--- config.mk ---
export PLATFORM = sky130hd
export DESIGN_NAME = jtag_extest_seq
export DESIGN_NICKNAME = d
export VERILOG_FILES = /design/src/rtl/jtag_seq_pkg.sv /design/src/rtl/jtag_tck_div.sv /design/src/rtl/jtag_tap_model.sv /design/src/rtl/jtag_extest_seq.sv
export SDC_FILE = /design/constraint.sdc
export NUM_CORES = 1
export LEC_CHECK = 0
export ABC_CLOCK_PERIOD_IN_PS = 3100
export BUFFER_PORTS_ARGS = -buffer_cell sky130_fd_sc_hd__buf_2
export CORE_UTILIZATION = 45
export CTS_BUF_LIST = sky130_fd_sc_hd__clkbuf_2 sky130_fd_sc_hd__clkbuf_4 sky130_fd_sc_hd__clkbuf_8
export CTS_CLUSTER_SIZE = 8
export DETAILED_ROUTE_END_ITERATION = 12
export PLACE_DENSITY = 0.76
export SYNTH_ARGS = -nofsm -noshare
export SYNTH_HDL_FRONTEND = slang
export SYNTH_SLANG_ARGS = --single-unit
--- constraint.sdc ---
create_clock -name clk -period 3.1 [get_ports clk]
set_input_delay 0.155 -clock clk [delete_from_list [all_inputs] [get_ports clk]]
set_output_delay 0.155 -clock clk [all_outputs]
set_load 0.02 [all_outputs]
--- src/rtl/jtag_seq_pkg.sv ---
`timescale 1ns/1ps
package jtag_seq_pkg;

    typedef enum logic [3:0] {
        TAP_RESET, TAP_IDLE,
        TAP_SEL_DR, TAP_CAP_DR, TAP_SH_DR, TAP_EX1_DR, TAP_PAU_DR, TAP_EX2_DR, TAP_UPD_DR,
        TAP_SEL_IR, TAP_CAP_IR, TAP_SH_IR, TAP_EX1_IR, TAP_PAU_IR, TAP_EX2_IR, TAP_UPD_IR
    } tap_st_e;

    typedef enum logic [2:0] {
        PH_IDLE, PH_RST, PH_RTI, PH_HDR, PH_SHIFT, PH_TAIL, PH_FIN
    } phase_e;

    function automatic tap_st_e tap_next(input tap_st_e s, input logic m);
        case (s)
            TAP_RESET:  return m ? TAP_RESET  : TAP_IDLE;
            TAP_IDLE:   return m ? TAP_SEL_DR : TAP_IDLE;
            TAP_SEL_DR: return m ? TAP_SEL_IR : TAP_CAP_DR;
            TAP_CAP_DR: return m ? TAP_EX1_DR : TAP_SH_DR;
            TAP_SH_DR:  return m ? TAP_EX1_DR : TAP_SH_DR;
            TAP_EX1_DR: return m ? TAP_UPD_DR : TAP_PAU_DR;
            TAP_PAU_DR: return m ? TAP_EX2_DR : TAP_PAU_DR;
            TAP_EX2_DR: return m ? TAP_UPD_DR : TAP_SH_DR;
            TAP_UPD_DR: return m ? TAP_SEL_DR : TAP_IDLE;
            TAP_SEL_IR: return m ? TAP_RESET  : TAP_CAP_IR;
            TAP_CAP_IR: return m ? TAP_EX1_IR : TAP_SH_IR;
            TAP_SH_IR:  return m ? TAP_EX1_IR : TAP_SH_IR;
            TAP_EX1_IR: return m ? TAP_UPD_IR : TAP_PAU_IR;
            TAP_PAU_IR: return m ? TAP_EX2_IR : TAP_PAU_IR;
            TAP_EX2_IR: return m ? TAP_UPD_IR : TAP_SH_IR;
            default:    return m ? TAP_SEL_DR : TAP_IDLE;
        endcase
    endfunction

endpackage

--- src/rtl/jtag_tck_div.sv ---
`timescale 1ns/1ps
module jtag_tck_div #(
    parameter int DIV = 2
) (
    input  logic clk,
    input  logic rst_n,
    input  logic run,
    output logic tck,
    output logic rise,
    output logic fall
);
    localparam int DW = (DIV > 1) ? $clog2(DIV) : 1;
    localparam logic [DW-1:0] LAST = DW'(DIV - 1);

    typedef struct packed {
        logic [DW-1:0] cnt;
        logic          tck;
    } div_t;

    div_t d, q;
    logic wrap;

    always_comb begin
        d    = q;
        wrap = run && (q.cnt == LAST);
        if (!run) begin
            d.cnt = '0;
            d.tck = 1'b0;
        end else if (wrap) begin
            d.cnt = '0;
            d.tck = ~q.tck;
        end else begin
            d.cnt = q.cnt + DW'(1);
        end
    end

    always_ff @(posedge clk or negedge rst_n) begin
        if (!rst_n) q <= '0;
        else        q <= d;
    end

    assign tck  = q.tck;
    assign rise = wrap && !q.tck;
    assign fall = wrap &&  q.tck;
endmodule

--- src/rtl/jtag_tap_model.sv ---
`timescale 1ns/1ps
module jtag_tap_model
    import jtag_seq_pkg::*;
(
    input  logic    clk,
    input  logic    rst_n,
    input  logic    adv,
    input  logic    tms,
    output tap_st_e state
);
    tap_st_e st_d, st_q;

    always_comb begin
        st_d = st_q;
        if (adv) st_d = tap_next(st_q, tms);
    end

    always_ff @(posedge clk or negedge rst_n) begin
        if (!rst_n) st_q <= TAP_RESET;
        else        st_q <= st_d;
    end

    assign state = st_q;
endmodule

--- src/rtl/jtag_extest_seq.sv ---
`timescale 1ns/1ps
module jtag_extest_seq
    import jtag_seq_pkg::*;
#(
    parameter int CHAIN_W = 8,
    parameter int IR_W    = 4,
    parameter int NPAT    = 4,
    parameter int DIV     = 2
) (
    input  logic                           clk,
    input  logic                           rst_n,
    input  logic                           start,
    input  logic [$clog2(IR_W+1)-1:0]      ir_len,
    input  logic [$clog2(CHAIN_W+1)-1:0]   chain_len,
    input  logic [$clog2(NPAT+1)-1:0]      pat_cnt,
    input  logic [IR_W-1:0]                sample_code,
    input  logic [IR_W-1:0]                extest_code,
    input  logic [NPAT-1:0][CHAIN_W-1:0]   stim_vec,
    input  logic [NPAT-1:0][CHAIN_W-1:0]   exp_vec,
    input  logic [NPAT-1:0][CHAIN_W-1:0]   mask_vec,
    input  logic [CHAIN_W-1:0]             safe_vec,
    input  logic                           tdo,
    output logic                           tck,
    output logic                           tms,
    output logic                           tdi,
    output logic                           busy,
    output logic                           done,
    output logic                           fail
);
    localparam int VW   = (CHAIN_W > IR_W) ? CHAIN_W : IR_W;
    localparam int CW0  = $clog2(VW + 1);
    localparam int CW   = (CW0 > 3) ? CW0 : 3;
    localparam int SW   = $clog2(NPAT + 4);
    localparam int RSTN = 5;

    typedef struct packed {
        phase_e          ph;
        logic [CW-1:0]   cnt;
        logic [SW-1:0]   step;
        logic            fin;
        logic [VW-1:0]   rsp;
        logic            done;
        logic            fail;
        logic            tms;
        logic            tdi;
    } seq_t;

    seq_t    d, q;
    logic    rise, fall;
    tap_st_e tap_state;
    phase_e  ph_cur;

    // program decode
    logic            is_ir, is_cmp;
    logic [SW-1:0]   kidx, nidx, last_step;
    logic [CW-1:0]   len, hdr_last;
    logic [VW-1:0]   vec, vec_sh, lenmask, rsp_nx, exp_k, mask_k;
    logic            pend_tms, pend_tdi, mism;

    assign busy   = (q.ph != PH_IDLE);
    assign ph_cur = q.ph;

    jtag_tck_div #(.DIV(DIV)) u_div (
        .clk  (clk),
        .rst_n(rst_n),
        .run  (busy),
        .tck  (tck),
        .rise (rise),
        .fall (fall)
    );

    jtag_tap_model u_tap (
        .clk  (clk),
        .rst_n(rst_n),
        .adv  (rise),
        .tms  (q.tms),
        .state(tap_state)
    );

    always_comb begin
        is_ir     = (q.step == SW'(0)) || (q.step == SW'(2));
        is_cmp    = (q.step >= SW'(3));
        kidx      = q.step - SW'(3);
        nidx      = kidx + SW'(1);
        last_step = SW'(pat_cnt) + SW'(2);
        len       = is_ir ? CW'(ir_len) : CW'(chain_len);
        hdr_last  = is_ir ? CW'(3) : CW'(2);

        vec    = '0;
        exp_k  = '0;
        mask_k = '0;
        if (q.step == SW'(0)) begin
            vec = VW'(sample_code);
        end else if (q.step == SW'(2)) begin
            vec = VW'(extest_code);
        end else if (q.step == SW'(1)) begin
            vec = VW'(stim_vec[0]);
        end else if (nidx < SW'(pat_cnt)) begin
            for (int i = 0; i < NPAT; i++)
                if (nidx == SW'(i)) vec = VW'(stim_vec[i]);
        end else begin
            vec = VW'(safe_vec);
        end
        for (int i = 0; i < NPAT; i++) begin
            if (kidx == SW'(i)) begin
                exp_k  = VW'(exp_vec[i]);
                mask_k = VW'(mask_vec[i]);
            end
        end
        for (int i = 0; i < VW; i++) lenmask[i] = (CW'(i) < len);

        vec_sh = vec >> q.cnt;
        rsp_nx = q.rsp;
        for (int i = 0; i < VW; i++)
            if (q.cnt == CW'(i)) rsp_nx[i] = tdo;
        mism = |((rsp_nx ^ exp_k) & mask_k & lenmask);

        pend_tdi = 1'b0;
        case (q.ph)
            PH_RTI:   pend_tms = 1'b0;
            PH_HDR:   pend_tms = is_ir ? (q.cnt < CW'(2)) : (q.cnt == CW'(0));
            PH_SHIFT: begin
                pend_tms = (q.cnt == len - CW'(1));
                pend_tdi = vec_sh[0];
            end
            PH_TAIL:  pend_tms = (q.cnt == CW'(0));
            default:  pend_tms = 1'b1;
        endcase

        d = q;
        if (fall) begin
            d.tms = pend_tms;
            d.tdi = pend_tdi;
            if (q.ph == PH_FIN) begin
                d.ph   = PH_IDLE;
                d.done = 1'b1;
            end
        end
        if (rise) begin
            case (q.ph)
                PH_RST: begin
                    if (q.cnt == CW'(RSTN - 1)) begin
                        d.cnt = '0;
                        d.ph  = q.fin ? PH_FIN : PH_RTI;
                    end else begin
                        d.cnt = q.cnt + CW'(1);
                    end
                end
                PH_RTI: begin
                    d.ph  = PH_HDR;
                    d.cnt = '0;
                end
                PH_HDR: begin
                    if (q.cnt == hdr_last) begin
                        d.ph  = PH_SHIFT;
                        d.cnt = '0;
                    end else begin
                        d.cnt = q.cnt + CW'(1);
                    end
                end
                PH_SHIFT: begin
                    d.rsp = rsp_nx;
                    if (is_ir && (q.cnt == CW'(0)) && !tdo) d.fail = 1'b1;
                    if (is_ir && (q.cnt == CW'(1)) &&  tdo) d.fail = 1'b1;
                    if (q.cnt == len - CW'(1)) begin
                        if (is_cmp && mism) d.fail = 1'b1;
                        d.ph  = PH_TAIL;
                        d.cnt = '0;
                    end else begin
                        d.cnt = q.cnt + CW'(1);
                    end
                end
                PH_TAIL: begin
                    if (q.cnt == CW'(1)) begin
                        d.cnt = '0;
                        if (q.step == last_step) begin
                            d.ph  = PH_RST;
                            d.fin = 1'b1;
                        end else begin
                            d.step = q.step + SW'(1);
                            d.ph   = PH_HDR;
                        end
                    end else begin
                        d.cnt = q.cnt + CW'(1);
                    end
                end
                default: ;
            endcase
        end
        if ((q.ph == PH_IDLE) && start) begin
            d.ph   = PH_RST;
            d.cnt  = '0;
            d.step = '0;
            d.fin  = 1'b0;
            d.done = 1'b0;
            d.fail = 1'b0;
            d.tms  = 1'b1;
            d.tdi  = 1'b0;
        end
    end

    always_ff @(posedge clk or negedge rst_n) begin
        if (!rst_n) begin
            q     <= '0;
            q.ph  <= PH_IDLE;
            q.tms <= 1'b1;
        end else begin
            q <= d;
        end
    end

    assign tms  = q.tms;
    assign tdi  = q.tdi;
    assign done = q.done;
    assign fail = q.fail;
endmodule

==> impl_metrics.json, run 1 <==
{
  "status": "complete, no violations",
  "ys_seq_elements": 25,
  "final.period_utilization_pct": 96.0,
  "placed_cell_area_mm2": 0.00427,
  "drc": 0,
  "cts_sinks": 25,
  "maxSlewHeadroom_pct": 54.6,
  "nets": 769,
  "finClkSkew_ns": 0.0163,
  "core.rowCount": 31,
  "arrival_ns": 3.18,
  "syn_avg_cell_area_um2": 6.97,
  "clockBufferDepth": 2,
  "critical_path_class": "reg -> reg",
  "mappedNetlistArea_mm2": 0.00351,
  "max_cap_violations": 0,
  "cts.clk_slew.worst_paths_ns": 0.11,
  "antenna_found_initial": 0,
  "first_iter_violations": 227,
  "fin_cells": 721,
  "synth_top_family_by_area": "simple AND/OR/NAND/NOR gates",
  "async_flop_share_pct": 100,
  "fp.coreArea_mm2": 0.00741,
  "max_stage_delay_ns": 0.46,
  "ys_types": 60,
  "vias": 4174,
  "drt_first_pass_iters": 4,
  "cts_tree": "built",
  "finalSetupViolCount": 0,
  "hold_viol_final": 0,
  "via_per_inst": 5.79,
  "worstMarginPinSlew_ns": 0.676,
  "detail-route-antenna-nets": 0,
  "root_buffer": "clkbuf_8",
  "grt_max_degree": 42,
  "die_y_um": 90.3,
  "yosysTopAreaCell": "dfrtp_1",
  "fmax_mhz": 336,
  "p_per_area_mw_per_mm2": 172,
  "synth_xor_area_share_pct": 3.74,
  "portBuffers": 131,
  "synth.area.top_cells": "dfrtp_1, a21oi_1, ha_1",
  "dp.cells": 716,
  "synthAdderAreaFrac_pct": 7.13,
  "start_util_pct": 47.4,
  "area_growth_syn_to_layout_pct": 24.8,
  "cts-buffers-inserted": 3,
  "diodes": 0,
  "synth_edf_count": 0,
  "critPathMostFrequentCell": "ha_1",
  "grt_pass1_vias": 4014,
  "synthMostInstantiatedCell": "nand2_1",
  "grt_usage_pct": 28.3,
  "hold_path.class": "in -> reg",
  "grt_pass1_wl_um": 19200,
  "maxSlewViolCount": 0,
  "ys.flop_type": "dfrtp_1",
  "rsz0062_at_grt": "true",
  "holdWs_ns": 0.238,
  "p_leak_uw": 0.00203,
  "cp.required_ns": 3.31,
  "postSynthCellCount": 504,
  "end_kind": "register",
  "critPathSlowestCell": "dfrtp_2",
  "synthMuxAreaShare_pct": 6.98,
  "crit_chain": "ha_1 > ha_1 > ha_1 > ha_1 > a21oi_2 > and2_4 > o22ai_1 > a22oi_1 > o2111ai_1 > a2111o_1 > o211ai_1",
  "drt-total-wl_um": 11700,
  "post-route-min-period_ns": 2.98,
  "grt_overflow": 0,
  "final_area_mm2": 0.00438,
  "die_w_um": 90.3,
  "startpoint_type": "register",
  "peakVddDrop_v": 0.000203,
  "crit_fanout": 6,
  "synth_common_cells": "nand2_1, a21oi_1, nor2_1",
  "ys_warn_count": 0,
  "clk_latency_ns": 0.28,
  "io-pin-count": 132,
  "syn_nets": 650,
  "synth_compound_area_share_pct": 28.1,
  "synth.top_cell.area_share_pct": 17.1,
  "synthSimpleGateAreaFrac_pct": 29.2,
  "dp_hpwl_um": 9290,
  "cts.htree.levels": 1,
  "gp_congestion": 0.916,
  "yosysSeqAreaShare_pct": 17.8,
  "final.setup.tns_ns": 0,
  "wire_per_inst_um": 16.2,
  "utilization_pct": 59.2,
  "die_area_mm2": 0.00816,
  "final_layout_size_suffix_gt1_share_pct": 29.7
}
==> state kept, by name, indices dropped and copies added, names as in the netlist <==
signal,count
done,1
q,16
u_div.tck,1
ph_cur,3
tdi,1
u_div.q,1
tms,1
fail,1
==> cell type report <==
cell class	instances	area (um^2)
clock buffer	3	41.3
clock inverter	1	8.76
fill	747	3030
inverter	22	82.6
multi-input combinational	421	2680
sequential	25	629
tap	99	124
timing repair buffer	150	817
==> timing repair <==
action / 4_1_cts / 5_1_grt
endpoints found under the hold margin: 24 / 0
setup buffers: 0 / 0
setup endpoints to repair: 0 / 5
hold buffers: 1 / 0
resized for setup: 0 / 17
==> critical path, delay by kind of cell, from the launching register on <==
kind	cells	cell delay (ns)
adder cells (fa/ha/maj)	4	1.15
AO/OA/AOI/OAI	6	1.08
flip-flops	1	0.46
AND/OR/NAND/NOR	1	0.21
==> kinds of logic (layout without fill, tap and decap cells) <==
group                    count (synthesis)  count (layout)
XOR/XNOR                                15              15
AO/OA/AOI/OAI                          157             157
AND/OR/NAND/NOR                        206             206
buffers and inverters                   58             176
adder cells (fa/ha/maj)                 20              20
multiplexers                            23              23
flip-flops                              25              25
==> final timing paths <==
check / startpoint / to / slack [ns] / depth (start not counted)
max: q[14] / tdi / 0.12 / 11
max reg2reg: q[14] / tdi / 0.12 / 11
max in group asynchronous: rst_n / q[13] / 2.26 / 2
min reg2reg: q[11] / q[11] / 0.50 / 2
min: start / done / 0.24 / 4
min in group asynchronous: rst_n / q[9] / 0.41 / 2
==> power breakdown <==
part / total (uW) / switching (uW) / leakage (uW) / internal, uW
clock network: 215 / 121 / 0.0000261 / 94.5
registers: 331 / 1.85 / 0.000303 / 329
logic: 206 / 99.1 / 0.00171 / 107
total: 752 / 222 / 0.00203 / 530
==> metal layers <==
metal  global-route usage [%]  wire length [um]  vias up
met4                     10.3               404        0
li1                         -                 -     2024
met1                     37.0              5140     1935
met5                        0                 0        -
met3                     4.12               695       36
met2                     47.3              5440      179
==> through the flow <==
stage,total power [uW],setup slack [ns]
finish,752,0.124
detailed placement,533,0.113
floorplan,418,0.132
CTS,747,0.0667
global route,787,-0.0414
global placement,530,0.219
==> cells in the final DEF (no fill, tap or decap), drive strengths merged, types with 5 or more instances in the layout <==
cell type and instances:
ha 20, inv 22, a31oi 7, nor2b 34
nand2 59, nand3 16, o31ai 5, dfrtp 24
nand2b 6, mux2 9, a211oi 5, nor2 46
xnor2 11, nor3 13, buf 149, a21oi 57
o22ai 6, mux2i 14, o21ai 35, nor3b 11
Power figures use the tool's default switching activity.
==> inputs of run 2 (changes only) <==
PLACE_DENSITY = 0.77   (was 0.76)
SYNTH_HIERARCHICAL = 1   (was default)
==> impl_metrics.json, run 2 <==
{
  "clk_latency_ns": 0.28,
  "cts_sinks": 25,
  "diodes": 0,
  "layout_commonest_cell": "buf_2",
  "die_w_um": 88.8,
  "crit_fanout": 30,
  "p_per_area_mw_per_mm2": 605,
  "busiest_layer": "met2",
  "comb_power_share_pct": 73.0,
  "ys.flop_type": "dfrtp_1",
  "finalSetupViolCount": 0,
  "nFillCells": 703,
  "seq_power_share_pct": 19.2,
  "final_layout_size_suffix_gt1_share_pct": 32.7,
  "via_per_inst": 5.84,
  "clkPwrFrac_pct": 7.8,
  "use_met3_pct": 2.89,
  "ys_warn_count": 6,
  "p_sw_share_pct": 50.4,
  "async_flop_share_pct": 100,
  "wire_per_inst_um": 16.3,
  "clockBufferDepth": 2,
  "largest_register": "q",
  "ys_seq_elements": 25,
  "grt_overflow": 0,
  "holdWs_ns": 0.244,
  "core.rowCount": 31,
  "nets": 744,
  "drc": 0,
  "synth_edf_count": 0,
  "portBuffers": 131,
  "yosysSeqAreaShare_pct": 18.5,
  "antenna_found_initial": 0,
  "first_iter_violations": 259,
  "syn_nets": 610,
  "syn_avg_cell_area_um2": 7.31,
  "gp_congestion": 0.932,
  "met2_usage_pct": 48.5,
  "maxSlewViolCount": 0,
  "start_util_pct": 46.8,
  "p_leak_uw": 0.00202,
  "ys_types": 70,
  "vias": 4064,
  "detail-route-antenna-nets": 0,
  "fp.coreArea_mm2": 0.00725,
  "peakVddDrop_v": 0.000351,
  "die_area_mm2": 0.00789,
  "io-pin-count": 132,
  "cts.htree.levels": 1,
  "worstMarginPinSlew_ns": 0.614,
  "arrival_ns": 3.16,
  "drt_first_pass_iters": 4,
  "grt_max_degree": 31,
  "hold_viol_final": 0,
  "finClkSkew_ns": 0.00800,
  "status": "complete, no violations",
  "utilization_pct": 60.5,
  "synth.top_cell.area_share_pct": 17.7,
  "postSynthCellCount": 464,
  "root_buffer": "clkbuf_8",
  "synth_common_cells": "nand2_1, nor2_1, a21oi_1",
  "grt_pass1_wl_um": 17100,
  "drt-total-wl_um": 11400,
  "die_y_um": 88.8,
  "synth.area.top_cells": "dfrtp_1, ha_1, nand2_1",
  "grt_use_met1_pct": 36.6,
  "final.period_utilization_pct": 95.5,
  "rsz0062_at_grt": "true",
  "dp_hpwl_um": 9000,
  "cp.required_ns": 3.30,
  "yosysTopAreaCell": "dfrtp_1",
  "final_cell_mix": "buf_2, nand2_1, nor2_1",
  "area_growth_syn_to_layout_pct": 29.4,
  "fmax_mhz": 338,
  "startpoint_type": "register",
  "end_kind": "register",
  "maxSlewHeadroom_pct": 59.0,
  "cts.clk_slew.worst_paths_ns": 0.10,
  "synthMostInstantiatedCell": "nand2_1",
  "largest_reg_flops": 16,
  "mappedNetlistArea_mm2": 0.00339,
  "p_total_uw": 2650,
  "cts-buffers-inserted": 3,
  "intPower_uw": 1320,
  "grt_usage_pct": 27.9,
  "critical_path_class": "reg -> reg",
  "post-route-min-period_ns": 2.96,
  "cts_tree": "built",
  "grt_pass1_vias": 3665,
  "max_cap_violations": 0,
  "power.switching_uw": 1340,
  "hold_path.class": "in -> reg"
}
-- run 2: path summary, 6_finish.rpt --
kind	cells past startpoint	slack (ns)	to	startpoint
min in group asynchronous	2	0.40	tdi	rst_n
max in group asynchronous	2	2.29	q[4]	rst_n
min	4	0.24	done	start
max	12	0.14	fail	q[14]
max reg2reg	12	0.14	fail	q[14]
min reg2reg	1	0.51	q[7]	q[7]
-- run 2: area by class of cell --
| type | count | area (um^2) | area share [%] |
|---|---|---|---|
| Sequential cell | 25 | 627 | 14.3 |
| Multi-Input combinational cell | 391 | 2630 | 59.8 |
| Tap cell | 99 | 124 | 2.82 |
| Clock buffer | 3 | 41.3 | 0.940 |
| Inverter | 15 | 56.3 | 1.28 |
| Timing Repair Buffer | 162 | 907 | 20.7 |
| Clock inverter | 1 | 7.51 | 0.171 |
-- run 2: critical path: stages (launching register included) --
cell       delay (ns)
dfrtp_1          0.41
ha_1             0.22
ha_1             0.31
buf_4            0.22
inv_1            0.08
ha_1             0.25
buf_12           0.18
o41ai_4          0.42
buf_4            0.17
xnor2_1          0.14
a2bb2oi_1        0.10
o2111a_1         0.24
a31oi_1          0.13
-- run 2: per-layer routing --
layer,vias to the layer above,part of all wire [%],wire length [um]
met3,18,7.6,866
met5,-,0,0
met1,1852,43,4940
met4,0,1.3,147
li1,1992,-,-
met2,202,48,5400
-- run 2: power groups by stage --
stage / combinational, uW / sequential, uW / clock [uW]
floorplan: 1300 / 505 / 0
global route: 2130 / 521 / 230
CTS: 1880 / 507 / 219
finish: 1940 / 509 / 207
detailed placement: 1870 / 513 / 0
global placement: 1830 / 507 / 0
-- run 2: cell families after synthesis --
family                   after synthesis  share of synthesized area, %
AND/OR/NAND/NOR                      184                          26.6
AO/OA/AOI/OAI                        151                          31.3
buffers and inverters                 48                          5.79
flip-flops                            25                          18.5
multiplexers                          20                          6.27
adder cells (fa/ha/maj)               20                          7.38
XOR/XNOR                              16                          4.13
-- run 2: repair_timing --
item                                    CTS  global route
endpoints found under the hold margin    24             0
gates resized for setup                   3            13
hold buffers                              1             0
buffers inserted                          0             0
endpoints found under the setup margin    2             7
pin swaps                                 0             1
-- run 2: through the flow --
stage	cells	setup WS [ns]	setup TNS [ns]	area, um^2
global route	696	-0.0158	-0.0175	4390
floorplan	464	0.0347	0	3390
CTS	696	0.0185	0	4340
finish	696	0.139	0	4390
global placement	691	0.0400	0	4270
detailed placement	691	-0.0503	-0.0503	4270
==> inputs of run 3 (changes only) <==
BUFFER_PORTS_ARGS = -buffer_cell sky130_fd_sc_hd__clkbuf_2   (was -buffer_cell sky130_fd_sc_hd__buf_2)
==> impl_metrics.json, run 3 (synthesis gave the netlist of run 2 again) <==
{
  "status": "complete, no violations",
  "p_leak_uw": 0.00204,
  "fin_cells": 695,
  "antenna_found_initial": 0,
  "dp.cells": 690,
  "start_util_pct": 46.8,
  "cts_tree": "built",
  "worstHoldStart": "start",
  "grt_usage_pct": 28.3,
  "grt_max_degree": 31,
  "worstMarginPinSlew_ns": 0.649,
  "p_per_area_mw_per_mm2": 612,
  "grt_overflow": 0,
  "multi_input_area_mm2": 0.00262,
  "startpoint_type": "register",
  "detail-route-antenna-nets": 0,
  "grt_pass1_vias": 3708,
  "grt_pass1_wl_um": 17500,
  "largest_reg_flops": 16,
  "die_w_um": 88.8,
  "worstHoldPathCells": 4,
  "area_growth_syn_to_layout_pct": 29.0,
  "fmax_mhz": 335,
  "core.rowCount": 31,
  "die_y_um": 88.8,
  "r2r_cells": 10,
  "final.setup.tns_ns": 0,
  "gp_congestion": 0.933,
  "largest_register": "q",
  "layout_commonest_cell": "clkbuf_2",
  "drt-total-wl_um": 11400,
  "r2r-start": "q[14]",
  "nFillCells": 678,
  "clk_latency_ns": 0.27,
  "max_cap_violations": 0,
  "hold_path.class": "in -> reg",
  "maxSlewHeadroom_pct": 56.7,
  "wire_per_inst_um": 16.4,
  "post-route-min-period_ns": 2.99,
  "final_layout_size_suffix_gt1_share_pct": 32.4,
  "post_cts_buffers": 0,
  "min_to": "done",
  "cts.clk_slew.worst_paths_ns": 0.09,
  "reg2reg_to": "tdi",
  "cts_sinks": 25,
  "via_per_inst": 5.92,
  "final_cell_mix": "clkbuf_2, nand2_1, nor2_1",
  "finClkSkew_ns": 0.00677,
  "die_area_mm2": 0.00789,
  "nets": 743,
  "cts-buffers-inserted": 3,
  "drt_first_pass_iters": 5,
  "hold_viol_final": 0,
  "final_area_mm2": 0.00437,
  "cp.required_ns": 3.31,
  "io-pin-count": 132,
  "crit_fanout": 7,
  "clockBufferDepth": 2,
  "arrival_ns": 3.20,
  "final.period_utilization_pct": 96.4,
  "first_iter_violations": 279,
  "vias": 4114,
  "placed_cell_area_mm2": 0.00426,
  "root_buffer": "clkbuf_8",
  "fp.coreArea_mm2": 0.00725,
  "end_kind": "register",
  "portBuffers": 131,
  "peakVddDrop_v": 0.000324,
  "seqCellArea_um2": 627,
  "maxSlewViolCount": 0,
  "reg2reg_slack_ns": 0.11,
  "p_total_uw": 2680,
  "drc": 0,
  "holdWs_ns": 0.250,
  "diodes": 0,
  "finalSetupViolCount": 0,
  "critical_path_class": "reg -> reg",
  "dp_hpwl_um": 9020,
  "cts.htree.levels": 1
}
## run 3: layout make-up
class                   instances  share of cell area [%]
multi-input cells             391                    59.8
repair buffers                161                    20.7
flip-flops and latches         25                    14.3
well taps                      99                    2.83
inverters                      15                    1.29
clock buffers                   4                    1.12
## run 3: what timing repair did
item,CTS,global route
hold buffers,1,0
endpoints found under the setup margin,1,7
hold endpoints to repair,24,0
resized for setup,2,14
## run 3: critical path, cell delays in order (launching register included)
cell and delay (ns):
dfrtp_1 0.40, ha_1 0.22, ha_1 0.31, ha_2 0.35
o21bai_1 0.19, a21boi_0 0.13, o31ai_1 0.32, nor4_1 0.10
o311a_1 0.38, a2111oi_2 0.37, a211o_1 0.16
## run 3: how the worst max path moves through the flow
| stage | startpoint | slack, ns | endpoint | cells after the start |
|---|---|---|---|---|
| final | q[14] | 0.11 | tdi | 10 |
| after global routing | q[13] | -0.02 | tdi | 12 |
| after CTS | q[14] | 0.0003 | tdi | 10 |
| after detailed placement | q[14] | -0.11 | tdi | 10 |
| after global placement | q[14] | 0.06 | tdi | 10 |
| after floorplan | q[14] | 0.03 | tdi | 12 |
## run 3: through the flow
step           util, %  worst slack [ns]
5_1_grt           60.3           -0.0180
4_1_cts           59.7          0.000331
6_report          60.3             0.113
3_5_place_dp      58.8            -0.108
3_3_place_gp      58.8            0.0573
2_1_floorplan        -            0.0347
## run 3: where the power goes
group | switching [uW] | total, uW | internal [uW]
combinational | 1130 | 1950 | 821
clock | 107 | 207 | 101
sequential | 104 | 518 | 413
## run 3: layer usage
metal,up-vias,wire length (um),global-route usage [%]
li1,1992,-,-
met1,1887,4970,37.5
met2,215,5410,49.4
met3,20,832,2.71
met4,0,155,7.04
met5,-,0,0
